$ cat config.mk
export PLATFORM = sky130hd
export DESIGN_NAME = cfg_unlock_port
export DESIGN_NICKNAME = d
export VERILOG_FILES = /design/src/rtl/cfg_port_pkg.sv /design/src/rtl/cfg_key_detect.sv /design/src/rtl/cfg_regfile.sv /design/src/rtl/cfg_unlock_port.sv
export SDC_FILE = /design/constraint.sdc
export NUM_CORES = 1
export LEC_CHECK = 0
export ABC_AREA = 1
export BUFFER_PORTS_ARGS = -buffer_cell sky130_fd_sc_hd__buf_4
export CELL_PAD_IN_SITES_DETAIL_PLACEMENT = 0
export CELL_PAD_IN_SITES_GLOBAL_PLACEMENT = 1
export CORE_UTILIZATION = 40
export CTS_BUF_LIST = sky130_fd_sc_hd__clkbuf_2 sky130_fd_sc_hd__clkbuf_4 sky130_fd_sc_hd__clkbuf_8
export CTS_CLUSTER_SIZE = 30
export DETAILED_ROUTE_END_ITERATION = 16
export HOLD_SLACK_MARGIN = 0.12
export PLACE_DENSITY_LB_ADDON = 0.1
export SLEW_MARGIN = 40
export SYNTH_ARGS = -nofsm -noshare
export SYNTH_HDL_FRONTEND = slang
export SYNTH_SLANG_ARGS = --single-unit
$ cat constraint.sdc
create_clock -name clk -period 1.8 [get_ports clk]
set_input_delay 0.09 -clock clk [delete_from_list [all_inputs] [get_ports clk]]
set_output_delay 0.09 -clock clk [all_outputs]
set_load 0.005 [all_outputs]
$ cat src/rtl/cfg_port_pkg.sv
package cfg_port_pkg;

  localparam int unsigned KEY_LEN = 4;
  localparam int unsigned KPW     = $clog2(KEY_LEN);

  localparam logic [7:0] REG_LOCK   = 8'h02;
  localparam logic [7:0] REG_DEVSEL = 8'h07;
  localparam logic [7:0] REG_ID_HI  = 8'h20;
  localparam logic [7:0] REG_ID_LO  = 8'h21;
  localparam logic [7:0] REG_DECODE = 8'h24;
  localparam logic [7:0] REG_BASE_H = 8'h64;
  localparam logic [7:0] REG_BASE_L = 8'h65;

  localparam logic [7:0] LOCKED_READ = 8'hFF;

  // expected key byte at a position, per port location
  function automatic logic [7:0] key_byte(input logic [KPW-1:0] pos, input logic alt);
    case (pos)
      2'd0:    key_byte = 8'h87;
      2'd1:    key_byte = 8'h01;
      2'd2:    key_byte = 8'h55;
      default: key_byte = alt ? 8'hAA : 8'h55;
    endcase
  endfunction

  function automatic logic [15:0] port_addr(input logic alt);
    port_addr = alt ? 16'h004E : 16'h002E;
  endfunction

endpackage

$ cat src/rtl/cfg_key_detect.sv
module cfg_key_detect
  import cfg_port_pkg::*;
(
  input  logic       clk,
  input  logic       rst_n,
  input  logic       alt,
  input  logic       kwr,
  input  logic [7:0] kdata,
  output logic       key_done
);

  logic [KPW-1:0] prog_q;
  logic [7:0]     exp_byte;
  logic [7:0]     first_byte;
  logic           hit;
  logic           at_last;

  assign exp_byte   = key_byte(prog_q, alt);
  assign first_byte = key_byte('0, alt);
  assign hit        = (kdata == exp_byte);
  assign at_last    = (prog_q == KPW'(KEY_LEN - 1));
  assign key_done   = kwr && hit && at_last;

  always_ff @(posedge clk) begin
    if (!rst_n) begin
      prog_q <= '0;
    end else if (kwr) begin
      if (hit) prog_q <= at_last ? '0 : prog_q + 1'b1;
      else     prog_q <= (kdata == first_byte) ? KPW'(1) : '0;
    end
  end


  key_restart_chk: assert property (@(posedge clk) disable iff (!rst_n)
    (kwr && kdata != key_byte(prog_q, alt) && kdata != 8'h87) |=> prog_q == '0);


  key_fresh_chk: assert property (@(posedge clk) disable iff (!rst_n)
    (kwr && prog_q != '0 && kdata == 8'h87 && kdata != key_byte(prog_q, alt)) |=> prog_q == KPW'(1));

endmodule

$ cat src/rtl/cfg_regfile.sv
module cfg_regfile
  import cfg_port_pkg::*;
#(
  parameter logic [15:0] CHIP_ID      = 16'h8716,
  parameter logic [15:0] SPI_BASE_RST = 16'h0820,
  parameter logic [7:0]  DEV_FLASH    = 8'h07,
  parameter int unsigned DEC_W        = 6
)(
  input  logic             clk,
  input  logic             rst_n,
  input  logic             unlocked,
  input  logic             wr_stb,
  input  logic             rd_stb,
  input  logic             addr_sel,
  input  logic [7:0]       wdata,
  output logic [7:0]       rdata,
  output logic             lock_req,
  output logic [15:0]      spi_base,
  output logic [DEC_W-1:0] flash_decode
);

  logic [7:0]       idx_q;
  logic [7:0]       dev_q;
  logic [DEC_W-1:0] dec_q;
  logic [15:0]      base_q;
  logic [7:0]       rdata_q;
  logic [7:0]       rd_val;

  logic wr_idx, wr_dat, flash_sel;

  assign wr_idx    = wr_stb && !addr_sel && unlocked;
  assign wr_dat    = wr_stb &&  addr_sel && unlocked;
  assign flash_sel = (dev_q == DEV_FLASH);
  assign lock_req  = wr_dat && (idx_q == REG_LOCK) && wdata[1];

  always_comb begin
    rd_val = 8'h00;
    if (!unlocked)     rd_val = LOCKED_READ;
    else if (!addr_sel) rd_val = idx_q;
    else begin
      case (idx_q)
        REG_DEVSEL: rd_val = dev_q;
        REG_ID_HI:  rd_val = CHIP_ID[15:8];
        REG_ID_LO:  rd_val = CHIP_ID[7:0];
        REG_DECODE: rd_val = 8'(dec_q);
        REG_BASE_H: rd_val = flash_sel ? base_q[15:8] : 8'h00;
        REG_BASE_L: rd_val = flash_sel ? base_q[7:0]  : 8'h00;
        default:    rd_val = 8'h00;
      endcase
    end
  end

  always_ff @(posedge clk) begin
    if (!rst_n) begin
      idx_q   <= 8'h00;
      dev_q   <= 8'h00;
      dec_q   <= '0;
      base_q  <= SPI_BASE_RST;
      rdata_q <= 8'h00;
    end else begin
      if (rd_stb) rdata_q <= rd_val;
      if (wr_idx) idx_q <= wdata;
      if (wr_dat) begin
        case (idx_q)
          REG_DEVSEL: dev_q <= wdata;
          REG_DECODE: dec_q <= wdata[DEC_W-1:0];
          REG_BASE_H: if (flash_sel) base_q[15:8] <= wdata;
          REG_BASE_L: if (flash_sel) base_q[7:0]  <= wdata;
          default: ;
        endcase
      end
    end
  end

  assign rdata        = rdata_q;
  assign spi_base     = base_q;
  assign flash_decode = dec_q;


  base_guard_chk: assert property (@(posedge clk) disable iff (!rst_n)
    (wr_stb && addr_sel && dev_q != DEV_FLASH) |=> $stable(spi_base));


  locked_ro_chk: assert property (@(posedge clk) disable iff (!rst_n)
    (wr_stb && !unlocked) |=> $stable({idx_q, dev_q, dec_q, base_q}));


  locked_rd_chk: assert property (@(posedge clk) disable iff (!rst_n)
    (rd_stb && !unlocked) |=> rdata == 8'hFF);


  rd_hold_chk: assert property (@(posedge clk) disable iff (!rst_n)
    !rd_stb |=> $stable(rdata));

endmodule

$ cat src/rtl/cfg_unlock_port.sv
module cfg_unlock_port
  import cfg_port_pkg::*;
#(
  parameter logic [15:0] CHIP_ID      = 16'h8716,
  parameter logic [15:0] SPI_BASE_RST = 16'h0820,
  parameter logic [7:0]  DEV_FLASH    = 8'h07,
  parameter int unsigned DEC_W        = 6
)(
  input  logic             clk,
  input  logic             rst_n,
  input  logic             alt_base_strap,
  input  logic             wr_stb,
  input  logic             rd_stb,
  input  logic             addr_sel,
  input  logic [7:0]       wdata,
  output logic [7:0]       rdata,
  output logic             unlocked,
  output logic [15:0]      cfg_base,
  output logic [15:0]      spi_base,
  output logic [DEC_W-1:0] flash_decode
);

  logic alt_q;
  logic open_q;
  logic key_done;
  logic lock_req;
  logic key_wr;

  always_ff @(posedge clk) begin
    if (!rst_n) alt_q <= alt_base_strap;
  end

  assign key_wr = wr_stb && !addr_sel && !open_q;

  cfg_key_detect u_key (
    .clk      (clk),
    .rst_n    (rst_n),
    .alt      (alt_q),
    .kwr      (key_wr),
    .kdata    (wdata),
    .key_done (key_done)
  );

  cfg_regfile #(
    .CHIP_ID      (CHIP_ID),
    .SPI_BASE_RST (SPI_BASE_RST),
    .DEV_FLASH    (DEV_FLASH),
    .DEC_W        (DEC_W)
  ) u_regs (
    .clk          (clk),
    .rst_n        (rst_n),
    .unlocked     (open_q),
    .wr_stb       (wr_stb),
    .rd_stb       (rd_stb),
    .addr_sel     (addr_sel),
    .wdata        (wdata),
    .rdata        (rdata),
    .lock_req     (lock_req),
    .spi_base     (spi_base),
    .flash_decode (flash_decode)
  );

  always_ff @(posedge clk) begin
    if (!rst_n)        open_q <= 1'b0;
    else if (key_done) open_q <= 1'b1;
    else if (lock_req) open_q <= 1'b0;
  end

  assign unlocked = open_q;
  assign cfg_base = port_addr(alt_q);


  unlock_src_chk: assert property (@(posedge clk) disable iff (!rst_n)
    $rose(open_q) |-> $past(wr_stb && !addr_sel));


  lock_src_chk: assert property (@(posedge clk) disable iff (!rst_n)
    $fell(open_q) |-> $past(wr_stb && addr_sel && wdata[1]));


  strap_hold_chk: assert property (@(posedge clk) disable iff (!rst_n)
    1'b1 |=> $stable(cfg_base));

endmodule

# Word-level counts from Yosys, hierarchy flattened
# Cells that the tools add are included.
# classes
n_addsub	1
n_eq_ne	13
muxes	13
n_reduce_logical	17
# ops
op	n
$pmux W8 S6	1
$mux W8	5
$eq A8 B6 Y1 const B	3
$pmux W8 S3	1
$eq A8 B3 Y1 const B	2
$eq A8 B7 Y1 const B	2
$logic_and A1 B1 Y1	9
$eq A8 B2 Y1 const B	1
$eq A8 B8 Y1	1
$eq A8 B8 Y1 const B	1
$mux W7	1
$reduce_and A3 Y1	2
$eq A2 B2 Y1 const B	2
$mux W2	2
$reduce_and A2 Y1	2
$mux W1	3
$add A2 B1 Y2 const B	1
$eq A2 B1 Y1 const B	1
$logic_not A1 Y1	2
$logic_not A2 Y1	1
$reduce_bool A2 Y1	1
# word_totals
register_bits	50
in_bits	14
out_inout_bits	47
word_cells	53

# Depth between registers and ports, before layout
# depth
ltp_word	6
mapped_depth	12
depth_no_buf	12

# Cells and area by module
# From an unflattened synthesis, not the netlist that was laid out.
# hier_totals
hier_cells	395
area_unflattened_um2	2767.7
# modules_own_cells
mod	instances	cells_each	area_each_um2	seq_area_each_um2
cfg_regfile	1	307	2190.9	920.9
cfg_key_detect	1	62	366.6	40.0
cfg_unlock_port	1	26	210.2	50.0

# Least setup slack after synthesis
# OpenSTA, ideal clock, no wires.
# synth_path
path_kind	reg2reg
start	register u_key.prog_q[1]
end	register open_q (netlist: unlocked)
setup_ns	0.071
arrival_ns	1.316
required_ns	1.729
slack_ns	0.413
path_stages_with_launch	12
n_path_buf	0
synth_period_minus_slack_ns	1.387
path_cell_list	dfxtp_1 ha_1 inv_1 nand2_1 nand2_1 nand2_1 nand2_1 nor2_1 nand3_1 inv_1 nand3_1 a21oi_1
# synth_via
elab_chain_cells	6
elab_cells_between_ends	10
classes_between	eq/ne (4); mux (2); reduce/logical (4)
# synth_lines
item	line	rtl
start: declaration	cfg_key_detect.sv:12	logic [KPW-1:0] prog_q;
start signal: assignment	cfg_key_detect.sv:28	if (hit) prog_q <= at_last ? '0 : prog_q + 1'b1;
start signal: assignment	cfg_key_detect.sv:29	else prog_q <= (kdata == first_byte) ? KPW'(1) : '0;
$eq A2 B2 Y1 (tied with other cells)	cfg_port_pkg.sv:18	case (pos)
$pmux W8 S3	cfg_port_pkg.sv:18	
$eq A8 B8 Y1	cfg_key_detect.sv:20	assign hit = (kdata == exp_byte);
$logic_and A1 B1 Y1	cfg_key_detect.sv:22	assign key_done = kwr && hit && at_last;
$logic_and A1 B1 Y1 (*)	cfg_key_detect.sv:22	
$mux W1 or $reduce_bool A2 Y1 (tied branches)	n/a	
end signal: assignment	cfg_unlock_port.sv:64	if (!rst_n) open_q <= 1'b0;
end signal: assignment	cfg_unlock_port.sv:65	else if (key_done) open_q <= 1'b1;
end signal: assignment	cfg_unlock_port.sv:66	else if (lock_req) open_q <= 1'b0;
end: declaration	cfg_unlock_port.sv:24	logic open_q;
# Every way passes the cells marked *; elsewhere a longest branch is shown, timed or not.
# A chain may end at the register's enable or synchronous reset.

# Worst setup path after layout
# layout_path
start	input addr_sel
end	register u_regs.dec_q[1] (netlist: u_regs.flash_decode[1])
# layout_via
elab_chain_cells	3
# layout_lines
item	line	rtl
start: declaration	cfg_unlock_port.sv:14	input logic addr_sel,
$logic_and A1 B1 Y1 (2 in series)	cfg_regfile.sv:32	assign wr_dat = wr_stb && addr_sel && unlocked;
$reduce_and A2 Y1 (no source line)	n/a	
end signal: assignment	cfg_regfile.sv:66	REG_DECODE: dec_q <= wdata[DEC_W-1:0];
end: declaration	cfg_regfile.sv:24	logic [DEC_W-1:0] dec_q;
# Every way passes these cells.

==> impl_metrics.toml <==
[setup_path]
cp_cell_sequence = "dlygate4sd3_1 > buf_4 > inv_2 > nor2_2 > buf_4 > nand2_1 > nand2_1 > a21oi_1"
ff2ff_path_depth = 6
crit_end = "u_regs.flash_decode[1]"
cp.required_ns = 1.99
critPathMaxFanout = 11
crit_path_end_kind = "flop"
r2r_setup_slack_ns = 0.19
critical_path.max_stage_delay_ns = 0.52
worstSetupStartpointType = "input port"
cpMaxStageDelayCell = "dlygate4sd3_1"
startpoint = "addr_sel"
cp.arrival_ns = 1.84
crit_type = "input port to flop"
timing.rr.end = "u_regs.spi_base[13]"
rr_startpoint = "u_regs.idx_q[5]"

[die]
start_util = 0.422
io_pins = 61
die_x_um = 84.8
dieArea_um2 = 7200
fp-row-count = 29
die_h_um = 84.8
core_area_um2 = 6490

[placement]
place_hpwl_um = 5870
place_area_um2 = 3090
io_buffers = 46
gp_congestion = 0.852

[layout]
ff_latch_area_um2 = 1010
fin_nets = 461
drive_gt1_frac = 0.213
multi_input_area_um2 = 1460
design_area_um2 = 3320
area.growth.synth_to_final_pct = 20.9
fillCellCount = 691
diodes = 0

[synthesis]
yosys_warnings = 0
synth-compound-area-share = 0.188
async_reset_ff_frac = 0
synthXorXnorAreaFrac = 0
ys_seq_elements = 50
synth.distinct_cells = 35
synth-main-ff-cell = "dfxtp_1"
seq_area_frac_synth = 0.368
yosys-top-cells-area = "dfxtp_1, nand2_1, a21oi_1"
synth_edf_count = 1
synth_top_area_share = 0.358
yosysMostFrequentCell = "nand2_1"
synth_adder_area_share = 0.0137
yosys.area_share.simple = 0.306
synthTopCellsByCount = "nand2_1, a21oi_1, dfxtp_1"
synthMuxAreaShare = 0
synth_top_cell_by_area = "dfxtp_1"
synth_area_per_cell_um2 = 7.11
synthCells = 386
synth_top_family_by_area = "simple AND/OR/NAND/NOR gates"
netlist_area_um2 = 2740

[drt]
drc_errors = 6
dr.pass1.iters = 11
num_vias = 2712
drtIter0Drc = 212
routed_wl_um = 7960
drt-wirelength-per-cell_um = 15.3
detail_route.vias_per_cell = 5.20
postRouteAntennaNets = 0

[global_route]
grt_antenna_before_repair = 0
grt_pass1_wl_um = 12700
grt-ovfl-total = 0
grt_pass1_vias = 2424
grt_max_degree = 34
grtUsageTotal = 0.231

[timing]
grt_setup_unrepaired = "false"
tns_ns = 0
post-route-period-util = 0.916
finalSetupViolCount = 0
timing.fmax_mhz = 606
skew_ns = 0.0128
hold_viol_final = 0
maxSlewViolCount = 0
finalWorstPathRequiredPeriod_ns = 1.65

[clock_tree]
cts.root.buffer_cell = "clkbuf_8"
clockBufferDepth = 2
clk_latency_ns = 0.31
cts.htree.levels = 2
cts_made_buffers = 5
cts_tree = "built"
clk_pin_slew_worst_paths_ns = 0.10
cts_sinks = 50

[outcome]
status = "finished with violations"
violations = "DRC"

[pwr]
p_total_uw = 2030
p_per_area_nw_per_um2 = 612
p_leak_uw = 0.00145
vdd.ir_drop.worst_mv = 0.373

[worst_hold_path]
hp-class = "input port to flop"

[job]
maxCapViolations = 0
## metrics by stage
| stage | cells | hold slack, ns | setup WS (ns) | util |
|---|---|---|---|---|
| finish | 522 | 0.133 | 0.150 | 0.511 |
| global route | 522 | 0.150 | 0.0223 | 0.511 |
| CTS | 519 | 0.134 | 0.126 | 0.506 |
| detailed placement | 501 | 0.280 | 0.152 | 0.476 |
| global placement | 501 | 0.268 | 0.146 | 0.476 |
| floorplan | 398 | 0.189 | 0.413 | - |
## state kept, by name, indices dropped and copies added, names as in the netlist
signal and flops:
alt_q 1, u_key.prog_q 2, u_regs.dev_q 8, u_regs.flash_decode 6, u_regs.idx_q 8, u_regs.rdata 8
u_regs.spi_base 16, unlocked 1
## worst min path at each step
stage	startpoint	endpoint	slack, ns	depth (start not counted)
after global placement	alt_base_strap	alt_q	0.27	1
after floorplan	alt_base_strap	alt_q	0.19	0
after detailed placement	alt_base_strap	alt_q	0.28	1
after global routing	rd_stb	u_regs.rdata[6]	0.15	3
final	rd_stb	u_regs.rdata[5]	0.13	3
after CTS	rd_stb	u_regs.rdata[5]	0.13	3
## area by class of cell
type	instances	share of cell area
clock buffers	6	0.0249
clock inverters	2	0.00339
inverters	38	0.0445
multi-input cells	284	0.439
flip-flops and latches	50	0.305
well taps	77	0.0290
repair buffers	65	0.155
## layout by cell type, fill, tap and decap left out, drive strengths merged
master	instances
inv	37
nand3b	1
ha	3
o21ai	38
dfxtp	49
clkbuf	6
and2b	1
nand3	51
conb	14
dlygate4sd3	10
nor2	26
clkinv	3
nand4	5
edfxtp	1
a21oi	57
nor3	3
o211ai	2
buf	55
nand2	83
## critical path, delay by kind of cell
kind | cells | cell delay [ns]
buffers and inverters | 4 | 1.02
AOI/OAI and AO/OA | 1 | 0.06
and+or+nand+nor | 3 | 0.66
## cells by family after synthesis
group	count (synthesis)
other	2
flip-flops	50
AO/OA/AOI/OAI	97
AND/OR/NAND/NOR	170
buffers and inverters	64
adder cells (fa/ha/maj)	3
## routing by layer
layer / GRT usage / up-vias / routed length [um]
met5: 0 / - / 0
met4: 0.0570 / 0 / 63
met3: 0.0302 / 6 / 406
met2: 0.361 / 89 / 3610
met1: 0.337 / 1242 / 3880
li1: - / 1375 / -
## what timing repair did
item,in CTS,in global routing
endpoints found under the setup margin,0,12
hold endpoints to repair,20,0
hold buffers,10,0
resized for setup,0,2
setup buffers,0,3
## where the power goes
part	internal (uW)	switching, uW	total (uW)
clock network	312	407	718
registers	1120	8.23	1130
logic	72.1	106	178
No activity file was read; power rests on OpenSTA's default activity.
